## src/rtl/faultpin_pkg.sv

```systemverilog
package faultpin_pkg;
  localparam int FP_PINS   = 4;
  localparam int FP_AUX    = 2;
  localparam int FP_STAT_W = FP_PINS + FP_AUX;

  // Strobes from the sticky control to the sticky register.
  typedef struct packed {
    logic [FP_STAT_W-1:0] setMask;
    logic                 clearAll;
  } fpStrobe_t;
endpackage

```

## src/rtl/fpCondDp.sv

```systemverilog
module fpCondDp
  import faultpin_pkg::*;
#(
  parameter int SYNC_STAGES = 2
) (
  input  logic                 clk,
  input  logic                 rstN,
  input  logic [FP_PINS-1:0]   faultPin,
  input  logic [FP_PINS-1:0]   pinPolarity,
  input  logic [FP_PINS-1:0]   detectEn,
  input  logic [FP_AUX-1:0]    auxIn,
  output logic [FP_STAT_W-1:0] rawStatus
);
  logic [FP_PINS-1:0] syncLevel;

  genvar p;
  generate
    for (p = 0; p < FP_PINS; p++) begin : g_pin
      logic [SYNC_STAGES-1:0] chain;
      always_ff @(posedge clk or negedge rstN) begin
        if (!rstN) chain <= '0;
        else       chain <= {chain[SYNC_STAGES-2:0], faultPin[p]};
      end
      assign syncLevel[p] = chain[SYNC_STAGES-1];
    end
  endgenerate

  logic [FP_PINS-1:0] activeLevel;
  always_comb begin
    activeLevel = ~(syncLevel ^ pinPolarity);
    rawStatus   = {auxIn, activeLevel & detectEn};
  end
endmodule

```

## src/rtl/fpIntCtrl.sv

```systemverilog
module fpIntCtrl
  import faultpin_pkg::*;
(
  input  logic [FP_STAT_W-1:0] rawStatus,
  input  logic [FP_PINS-1:0]   intEn,
  input  logic                 statusRead,
  output fpStrobe_t            strobe
);
  logic [FP_STAT_W-1:0] enMask;
  always_comb begin
    enMask          = {{FP_AUX{1'b1}}, intEn};
    strobe.setMask  = rawStatus & enMask;
    strobe.clearAll = statusRead;
  end
endmodule

```

## src/rtl/fpIntReg.sv

```systemverilog
module fpIntReg
  import faultpin_pkg::*;
(
  input  logic                 clk,
  input  logic                 rstN,
  input  fpStrobe_t            strobe,
  output logic [FP_STAT_W-1:0] intStatus,
  output logic                 irqOut
);
  logic [FP_STAT_W-1:0] stickyNext;

  always_comb begin
    if (strobe.clearAll) stickyNext = strobe.setMask;
    else                 stickyNext = intStatus | strobe.setMask;
  end

  always_ff @(posedge clk or negedge rstN) begin
    if (!rstN) intStatus <= '0;
    else       intStatus <= stickyNext;
  end

  assign irqOut = |intStatus;

  // every event strobe lands in the sticky word, read or not
  p_event_kept_r9: assert property (@(posedge clk) disable iff (!rstN)
    (strobe.setMask != '0) |=> ((intStatus & $past(strobe.setMask)) == $past(strobe.setMask)));

  // a clearing read leaves only the bits that had a new event
  p_clear_r8: assert property (@(posedge clk) disable iff (!rstN)
    strobe.clearAll |=> ((intStatus & ~$past(strobe.setMask)) == '0));

  // no sticky bit rises without an event strobe
  p_no_spurious_r6: assert property (@(posedge clk) disable iff (!rstN)
    ((intStatus & ~$past(intStatus) & ~$past(strobe.setMask)) == '0));

  // without a read, set bits never drop
  p_hold_r7: assert property (@(posedge clk) disable iff (!rstN)
    !strobe.clearAll |=> ((intStatus & $past(intStatus)) == $past(intStatus)));
endmodule

```

## src/rtl/faultPinStatus.sv

```systemverilog
module faultPinStatus
  import faultpin_pkg::*;
#(
  parameter int SYNC_STAGES = 2
) (
  input  logic                 clk,
  input  logic                 rstN,
  input  logic [FP_PINS-1:0]   faultPin,
  input  logic [FP_PINS-1:0]   pinPolarity,
  input  logic [FP_PINS-1:0]   detectEn,
  input  logic [FP_PINS-1:0]   intEn,
  input  logic                 oscFail,
  input  logic                 dcmDetect,
  input  logic                 statusRead,
  output logic [FP_STAT_W-1:0] rawStatus,
  output logic [FP_STAT_W-1:0] intStatus,
  output logic                 irqOut
);
  fpStrobe_t strobe;

  fpCondDp #(.SYNC_STAGES(SYNC_STAGES)) u_dp (
    .clk(clk), .rstN(rstN), .faultPin(faultPin), .pinPolarity(pinPolarity),
    .detectEn(detectEn), .auxIn({dcmDetect, oscFail}), .rawStatus(rawStatus)
  );

  fpIntCtrl u_ctrl (
    .rawStatus(rawStatus), .intEn(intEn), .statusRead(statusRead), .strobe(strobe)
  );

  fpIntReg u_reg (
    .clk(clk), .rstN(rstN), .strobe(strobe), .intStatus(intStatus), .irqOut(irqOut)
  );

  // the interrupt only drops after a read
  p_irq_fall_r10: assert property (@(posedge clk) disable iff (!rstN)
    $fell(irqOut) |-> $past(statusRead));
endmodule

```

## config.mk

```make
export PLATFORM = sky130hd
export DESIGN_NAME = faultPinStatus
export DESIGN_NICKNAME = d
export VERILOG_FILES = /design/src/rtl/faultpin_pkg.sv /design/src/rtl/fpCondDp.sv /design/src/rtl/fpIntCtrl.sv /design/src/rtl/fpIntReg.sv /design/src/rtl/faultPinStatus.sv
export SDC_FILE = /design/constraint.sdc
export NUM_CORES = 1
export LEC_CHECK = 0
export ABC_AREA = 1
export BUFFER_PORTS_ARGS = -buffer_cell sky130_fd_sc_hd__buf_4
export CAP_MARGIN = 20
export CORE_MARGIN = 3
export CORE_UTILIZATION = 42
export CTS_CLUSTER_DIAMETER = 30
export CTS_CLUSTER_SIZE = 12
export DETAILED_ROUTE_END_ITERATION = 8
export PLACE_DENSITY = 0.78
export SLEW_MARGIN = 20
export SYNTH_ARGS = -nofsm -noshare
export SYNTH_HDL_FRONTEND = slang
export SYNTH_SLANG_ARGS = --single-unit
```

## constraint.sdc

```tcl
create_clock -name clk -period 1.05 [get_ports clk]
set_input_delay 0.0525 -clock clk [delete_from_list [all_inputs] [get_ports clk]]
set_output_delay 0.0525 -clock clk [all_outputs]
set_load 0.01 [all_outputs]
```

==> results of run 1 <==
==> final timing paths <==
check                                       startpoint                endpoint  slack [ns]  cells past startpoint
min in group asynchronous                         rstN  u_dp.g_pin[2].chain[1]        0.14                      2
worst max-delay path                u_reg.intStatus[2]                  irqOut       -0.03                      3
max in group asynchronous                         rstN  u_dp.g_pin[2].chain[0]        0.74                      2
worst min register to register  u_dp.g_pin[3].chain[0]  u_dp.g_pin[3].chain[1]        0.35                      0
worst min-delay path                          intEn[2]      u_reg.intStatus[2]        0.03                      3
worst max register to register  u_dp.g_pin[1].chain[1]      u_reg.intStatus[1]        0.22                      5
==> timing repair <==
item / 4_1_cts / 5_1_grt
pin swaps: 3 / 1
gates resized for setup: 5 / 3
gates cloned: 0 / 0
hold endpoints to repair: 20 / 0
setup buffers: 5 / 0
hold buffers: 8 / 0
setup endpoints to repair: 5 / 5
==> stage by stage <==
stage	cells	utilization (%)	worst slack (ns)	hold slack [ns]
final	118	84.5	-0.0324	0.0257
after detailed placement	101	68.8	0.245	-0.0911
after global routing	118	84.5	-0.0998	0.0322
after CTS	118	83.9	-0.0481	0.0204
after global placement	101	68.8	0.267	-0.0922
after floorplan	56	-	0.345	-0.243
==> cell usage in the layout, fill, tap and decap left out <==
master and count:
and3_4 2, dlygate4sd3_1 8, clkbuf_8 1, buf_4 34
nand2_2 1, inv_1 10, buf_6 4, o21bai_1 2
nor2_1 2, dfrtp_1 14, nand4_1 5, nand2_1 15
clkbuf_4 3, and3_1 2, inv_2 1
==> state kept, by name (all words and copies together) (netlist names) <==
name              count
u_dp.g_pin.chain      8
u_reg.intStatus       6
==> final cells by class <==
| cell class | instances | area (sq um) |
|---|---|---|
| repair buffers | 46 | 380 |
| flip-flops and latches | 14 | 350 |
| fillers | 62 | 179 |
| multi-input cells | 29 | 151 |
| inverters | 11 | 41.3 |
| clock buffers | 4 | 36.3 |
| well taps | 14 | 17.5 |
==> logic make-up after synthesis <==
kind of cell | synth area share, %
AND/OR/NAND/NOR | 22.7
flip-flops | 64.2
buffers and inverters | 10.3
AO/OA/AOI/OAI | 2.75
==> power by group <==
group | internal (mW) | switching (mW) | total [mW] | leakage, nW
clock network | 0.211 | 0.168 | 0.379 | 0.0210
registers | 0.574 | 0.0181 | 0.592 | 0.166
logic | 0.160 | 0.102 | 0.262 | 0.362
total | 0.945 | 0.288 | 1.23 | 0.549
==> layer usage <==
metal	vias up	GRT usage [%]	share of wire (%)
met5	-	0	0
met4	0	7.45	1.3
met3	4	6.01	7.8
met2	22	31.5	53
met1	244	19.5	37
li1	270	-	-
==> worst reg2reg max path, stage by stage (launching register included) <==
cell and delay [ns]:
dfrtp_1 0.38, inv_1 0.05, nand2_1 0.06, buf_4 0.13
nand4_1 0.06, nand2_1 0.05
==> run metrics, run 1 <==
Die Height 42.0 um; final net count 126; vias in the first global route 570; Worst Path Buf+Inv 1; FFs w/ async S/R, synth 100%; pin count of the biggest net entering global routing 15; Max Cap Viol 0; die area 1770 sq um; grt ovf 0; clk_lat worst skew 0.28 ns; Detailed Place HPWL 945 um; n_diodes 0; failing checks negative setup slack; number of I/O pins 34; element type at the critical path end output pin; layout cells sized above 1 44.2%; clock sink count 14; Vias 540; cell area after layout 977 sq um; fin crit share 103%; worst min path class in -> reg; Fmax 924 MHz; post-synth net total 77; power density over the cells 1260 nW/um^2; Initial Util 47.2%; Crit path required time 1.00 ns; area of the mapped netlist 546 sq um; Synth Register Bits 14; Placed Instance Area 796 sq um; via density per instance 4.58; Critical Path AT 1.03 ns; Tot GR Track Use 17.9%; Reg clk slew, reported paths 0.08 ns; critical path launch point type flop; sequential area share after synthesis 64.2%; first-pass GRT wire length 2390 um; drt pass-1 iters 4; most frequent cell after synthesis nand2_1; area grow syn2layout 79.1%; worst path cell trace nor2_1 > nand4_1 > buf_4; slowest cell on the critical path dfrtp_1; Peak VDD IR 0.977 mV; CP Max Fanout 3; Ys Warns 0; Setup TNS Final -0.140 ns; Post-synth EDFFs 0; syn_area_per_cell 9.74 sq um; clock root buffer clkbuf_4; status finished with violations; fin crit period 1.08 ns; share of the synthesized area in the top cell type 64.2%; PnR worst setup slack -0.0324 ns; die width 42.0 um; CTS H-tree lvls 1; Iter 0 DRT Violations 9; Rows 12; Antenna Nets Post-Route 0; Tot Pwr 1.23 mW; Clock Tree Buf Depth 2; synth cell count leaders nand2_1 (16), dfrtp_1 (14), inv_1 (11); Setup violations, final 5; worst-margin pin slew 0.175 ns; CP max stage delay 0.40 ns; distinct cell type count after synthesis 8; core area 1160 sq um; critical path class reg -> out; Synth Instances 56; Slew Limit Fails 0; Final Hold Vio Count 0; routed length per instance 11.1 um; synth top area cells dfrtp_1 (64%), nand2_1 (11%), inv_1 (7.6%), nand4_1 (5.7%), and3_1 (4.6%); relative slew slack 88.3%; Final GP Congestion 0.690; Final Skew 0.00144 ns; Yosys top cell by area dfrtp_1; CTS buffer count 3; crit-path leading delay family flip-flops; RSZ-0062 raised after global routing yes; final wirelength 1310 um; initial antenna violation count 0; CTS tree yes; ys flop type dfrtp_1; Lkg Pwr 0.549 nW; DR DRC count 0; PortBufs 33
Power figures use the tool's default switching activity.
==> run 2, diff against run 1 <==
TNS_END_PERCENT = 5   (was default)
==> run 2 against run 1 <==
Net effect: the flow still finishes with violations (negative setup slack); sequential share of layout area grew 0.70 points; worst hold slack hardly changed; clock skew hardly changed; via count decreased by 1.5%; die area did not move; count of clock-buffer cells in the layout stayed put; first-iteration DRC count down 11%; utilization down 1.6 points; register-to-register slack barely moved; critical path depth rose by 1; combinational power shrank 4%; cell count shrank 0.85%; highest routed layer unchanged.
==> run metrics, run 2 (synthesis results as in run 1) <==
element type at the critical path end output pin; clock root buffer clkbuf_4; max reg flops 8 (unchanged); die width 42.0 um (unchanged); Crit path required time 1.00 ns (about the same); commonest non-fill, non-tap cells in the layout buf_4 (34), nand2_1 (16), dfrtp_1 (14), inv_1 (11), dlygate4sd3_1 (8); Slew Limit Fails 0 (unchanged); status finished with violations; commonest non-fill, non-tap cell in the layout buf_4; RSZ-0062 raised after global routing yes; CTS tree yes; final net count 125 (-0.79%); Lkg Pwr 0.545 nW (-0.76%); initial antenna violation count 0 (unchanged); via density per instance 4.55 (-0.64%); worst min path class in -> reg; failing checks negative setup slack; biggest regs u_dp.g_pin.chain (8), u_reg.intStatus (6); relative slew slack 88.5% (+0.11 points); DR DRC count 0 (unchanged); Final GP Congestion 0.690 (unchanged); Setup TNS Final -0.143 ns (-0.00301 ns); Iter 0 DRT Violations 8 (-1); Tot Pwr 1.22 mW (-0.80%); critical path class reg -> out; n_diodes 0 (unchanged); first-pass GRT wire length 2310 um (-3.2%); area grow syn2layout 75.7%; register area 350 sq um (unchanged); power density over the cells 1280 nW/um^2 (+1.1%); Tot GR Track Use 17.3% (-0.54 points); Rows 12 (unchanged); core area 1160 sq um (unchanged); final wirelength 1280 um (-2.7%); PnR worst setup slack -0.0352 ns (-0.00275 ns); Critical Path AT 1.03 ns (about the same); fillers 64 (+3.2%); area of the multi-input gates 144 sq um (-5.0%); clk_lat worst skew 0.28 ns (about the same); Final Hold Vio Count 0 (unchanged); largest register by flop count u_dp.g_pin.chain; Reg clk slew, reported paths 0.08 ns (about the same); fin crit share 103% (+0.26 points); drt pass-1 iters 4 (unchanged); number of I/O pins 34 (unchanged); fin crit period 1.09 ns (+0.00275 ns); die area 1770 sq um (unchanged); Max Cap Viol 0 (unchanged); Clock Tree Buf Depth 2 (unchanged); CTS H-tree lvls 1 (unchanged); grt ovf 0 (unchanged); Peak VDD IR 0.977 mV (about the same); Vias 532 (-1.5%); Setup violations, final 5 (unchanged); Detailed Place HPWL 945 um (unchanged); Final Skew 0.00165 ns (+0.000208 ns); worst-margin pin slew 0.173 ns (-0.00171 ns); PortBufs 33 (unchanged); Fmax 922 MHz (-0.25%); Antenna Nets Post-Route 0 (unchanged); routed length per instance 10.9 um (-1.9%); pin count of the biggest net entering global routing 15 (unchanged); layout cells sized above 1 40.8% (-3.5 points); critical path launch point type flop; CTS buffer count 3 (unchanged); CP Max Fanout 2 (-1); Die Height 42.0 um (unchanged); clock sink count 14 (unchanged); Initial Util 47.2% (unchanged); vias in the first global route 555 (-2.6%)
## run 2: cell count changes in the layout (fill, tap and decap cells not counted), sizes merged
| cell | change |
|---|---|
| buf | -1 |
## run 2: final cells by class
class                           instances  area share (%)
Sequential cell                        14            36.6
Multi-Input combinational cell         29            15.0
Tap cell                               14            1.83
Timing Repair Buffer                   45            38.5
Inverter                               11            4.31
Clock buffer                            4            3.79
## run 2: worst max-delay path, cell delays in order (launching register included)
cell,delay [ns]
dfrtp_1,0.38
inv_1,0.05
nand2_1,0.05
and3_1,0.14
buf_4,0.13
## run 2: worst paths after layout
| path | start | end | slack (ns) | depth (start not counted) |
|---|---|---|---|---|
| worst min register to register | u_dp.g_pin[3].chain[0] | u_dp.g_pin[3].chain[1] | 0.35 | 0 |
| min in group asynchronous | rstN | u_dp.g_pin[2].chain[1] | 0.14 | 2 |
| worst max register to register | u_dp.g_pin[1].chain[1] | u_reg.intStatus[1] | 0.22 | 5 |
| worst max-delay path | u_dp.g_pin[2].chain[1] | rawStatus[2] | -0.04 | 4 |
| max in group asynchronous | rstN | u_dp.g_pin[2].chain[0] | 0.75 | 2 |
| worst min-delay path | intEn[2] | u_reg.intStatus[2] | 0.03 | 3 |
## run 2: repair_timing
action	CTS	global route
endpoints found under the hold margin	20	0
setup buffers	4	0
resized for setup	4	0
endpoints found under the setup margin	5	5
gates cloned	0	0
hold buffers	8	0
pin swaps	2	1
## run 2: routing by layer
layer	global-route usage, %	wire length [um]
met2	30.2	676
met4	7.45	17
met5	0	0
met1	18.9	481
met3	6.01	103
## run 2: report_power, final
group          switching [mW]  internal, mW  leakage [nW]
logic                  0.0988         0.154         0.358
clock network           0.168         0.211        0.0210
registers              0.0175         0.574         0.166
total                   0.285         0.938         0.545
## run 2: stage by stage
step                cells  utilization, %  area (sq um)  hold WS (ns)  setup WS (ns)
floorplan              56               -           546        -0.243          0.345
global placement      101            68.8           796       -0.0922          0.267
detailed placement    101            68.8           796       -0.0911          0.245
CTS                   117            82.9           958        0.0205        -0.0481
global route          117            82.9           958        0.0324        -0.0998
finish                117            82.9           958        0.0254        -0.0352
==> run 3, diff against run 2 <==
CORE_UTILIZATION = 39   (was 42)
PLACE_DENSITY = 0.73   (was 0.78)
clock period = 1.2 ns   (was 1.05 ns; I/O delays follow)
==> run 3 against run 2 <==
Net effect: the run ends with negative hold slack left; cell count shrank 5.1%; clock skew rose by 0.0028 ns; highest routed layer unchanged; sequential power decreased by 12%; global-route usage is 1.6 points lower.
==> run metrics, run 3 (synthesis results as in run 1) <==
status finished with violations; failing checks negative hold slack; power density over the cells 1090 nW/um^2 (-15%); commonest non-fill, non-tap cell in the layout buf_4; Fmax 897 MHz; Worst R2R End u_reg.intStatus[2]; Slew Limit Fails 0 (unchanged); clock share of power 26.5% (-4.5 points); pin count of the biggest net entering global routing 15 (unchanged); n_diodes 0 (unchanged); Tot GR Track Use 15.8% (-1.6 points); Post-Layout Cell Count 111 (-5.1%); clock sink count 14 (unchanged); core area 1200 sq um (+3.9%); initial antenna violation count 0 (unchanged); Final Hold Vio Count 1 (+1); Crit path required time 1.14 ns (+0.14 ns); worst-margin pin slew 0.177 ns (+0.00410 ns); CTS tree yes; post_cts resized 0 (-4); Cells after DPL 101 (unchanged); commonest non-fill, non-tap cells in the layout buf_4 (33), nand2_1 (16), dfrtp_1 (14), inv_1 (11), dlygate4sd3_1 (7); PortBufs 33 (unchanged); PnR worst setup slack 0.0847 ns (+0.120 ns); Reg clk slew, reported paths 0.08 ns (about the same); CTS buffer count 3 (unchanged); Lkg Pwr 0.511 nW (-6.2%); vias in the first global route 542 (-2.3%); routed length per instance 11.5 um (+5.3%); clk_lat worst skew 0.27 ns (about the same); switching part of the total 24.4% (+1.1 points); die area 1880 sq um (+6.6%); clock root buffer clkbuf_4; via density per instance 4.62 (+1.6%); final wirelength 1280 um (about the same); Flop pwr share 53.7% (+5.4 points); r2r setup slk 0.47 ns (+0.25 ns); Place WS 0.377 ns (+0.132 ns); Reg-to-Reg Start u_dp.g_pin[2].chain[1]; Max Cap Viol 0 (unchanged); DR DRC count 0 (unchanged); Clock Tree Buf Depth 2 (unchanged); element type at the critical path end output pin; Peak VDD IR 0.834 mV (-15%); fin util 74.0% (-8.9 points); share of total power in combinational logic 19.8% (-0.8 points); Critical Path AT 1.06 ns (+0.03 ns); Initial Util 45.4% (-1.8 points); final net count 120 (-4.0%); fillers 85 (+33%); Rows 12 (unchanged); critical path class reg -> out; largest register by flop count u_dp.g_pin.chain; die width 43.4 um (+3.2%); Vias 513 (-3.6%); CP Max Fanout 2 (unchanged); biggest regs u_dp.g_pin.chain (8), u_reg.intStatus (6); Final GP Congestion 0.681 (-1.2%); layout cells sized above 1 37.1% (-3.7 points); Detailed Place HPWL 964 um (+1.9%); hold slack final -0.0162 ns (-0.0415 ns); Setup violations, final 0 (-5); fin crit period 1.12 ns; grt ovf 0 (unchanged); Antenna Nets Post-Route 0 (unchanged); Tot Pwr 967 uW (-21%); area grow syn2layout 62.8%; Power Internal 731 uW (-22%); Placed Instance Area 796 sq um (unchanged); Worst Setup SP u_dp.g_pin[2].chain[1]; fin crit share 92.9%; number of I/O pins 34 (unchanged); r2r worst-path depth 4 (-1); cell area after layout 888 sq um (-7.3%); first-pass GRT wire length 2120 um (-8.4%); drt pass-1 iters 2 (-2); CTS H-tree lvls 1 (unchanged); worst min path class in -> reg; Final Skew 0.00448 ns (+0.00283 ns); Worst Setup EP rawStatus[2]; Setup TNS Final 0 ns (+0.143 ns); Iter 0 DRT Violations 3 (-5); Die Height 43.4 um (+3.2%); max reg flops 8 (unchanged); Switch Pwr 236 uW (-17%); RSZ-0062 raised after global routing no; relative slew slack 88.2% (-0.27 points); critical path launch point type flop
## run 3: power groups by stage
stage | sequential (mW) | combinational [mW] | clock [mW]
finish | 0.520 | 0.192 | 0.256
global route | 0.525 | 0.213 | 0.287
CTS | 0.520 | 0.197 | 0.266
detailed placement | 0.529 | 0.175 | 0
global placement | 0.527 | 0.171 | 0
floorplan | 0.534 | 0.0537 | 0
## run 3: worst max-delay path: stages, from the launching register on
cell	delay (ns)
dfrtp_1	0.39
inv_1	0.06
nand2_1	0.06
and3_1	0.14
buf_4	0.14
## run 3: routing by layer
metal | GRT usage, % | share of wire (%) | vias to the layer above
met4 | 9.04 | 2.3 | 0
met5 | 0 | 0 | -
met1 | 15.2 | 37 | 230
li1 | - | - | 254
met2 | 30.1 | 53 | 24
met3 | 3.32 | 7.8 | 5
## run 3: worst min-delay path by stage
stage,depth (start not counted),slack (ns),endpoint,startpoint
final,2,-0.02,u_reg.intStatus[4],oscFail
after global routing,2,0.01,u_reg.intStatus[4],oscFail
after detailed placement,1,-0.08,u_dp.g_pin[2].chain[0],rstN
after global placement,1,-0.08,u_dp.g_pin[2].chain[1],rstN
after floorplan,0,-0.24,u_dp.g_pin[0].chain[0],rstN
after CTS,3,0.02,u_reg.intStatus[3],intEn[3]
## run 3: area by class of cell
class | count | area, sq um | area share, %
repair buffers | 40 | 318 | 35.8
multi-input cells | 29 | 139 | 15.6
flip-flops and latches | 14 | 350 | 39.4
well taps | 14 | 17.5 | 1.97
clock buffers | 3 | 22.5 | 2.54
inverters | 11 | 41.3 | 4.65
## run 3: what timing repair did
item / 4_1_cts / 5_1_grt
hold endpoints to repair: 20 / 0
buffers inserted: 0 / 0
hold buffers: 8 / 0
endpoints found under the setup margin: 0 / 1
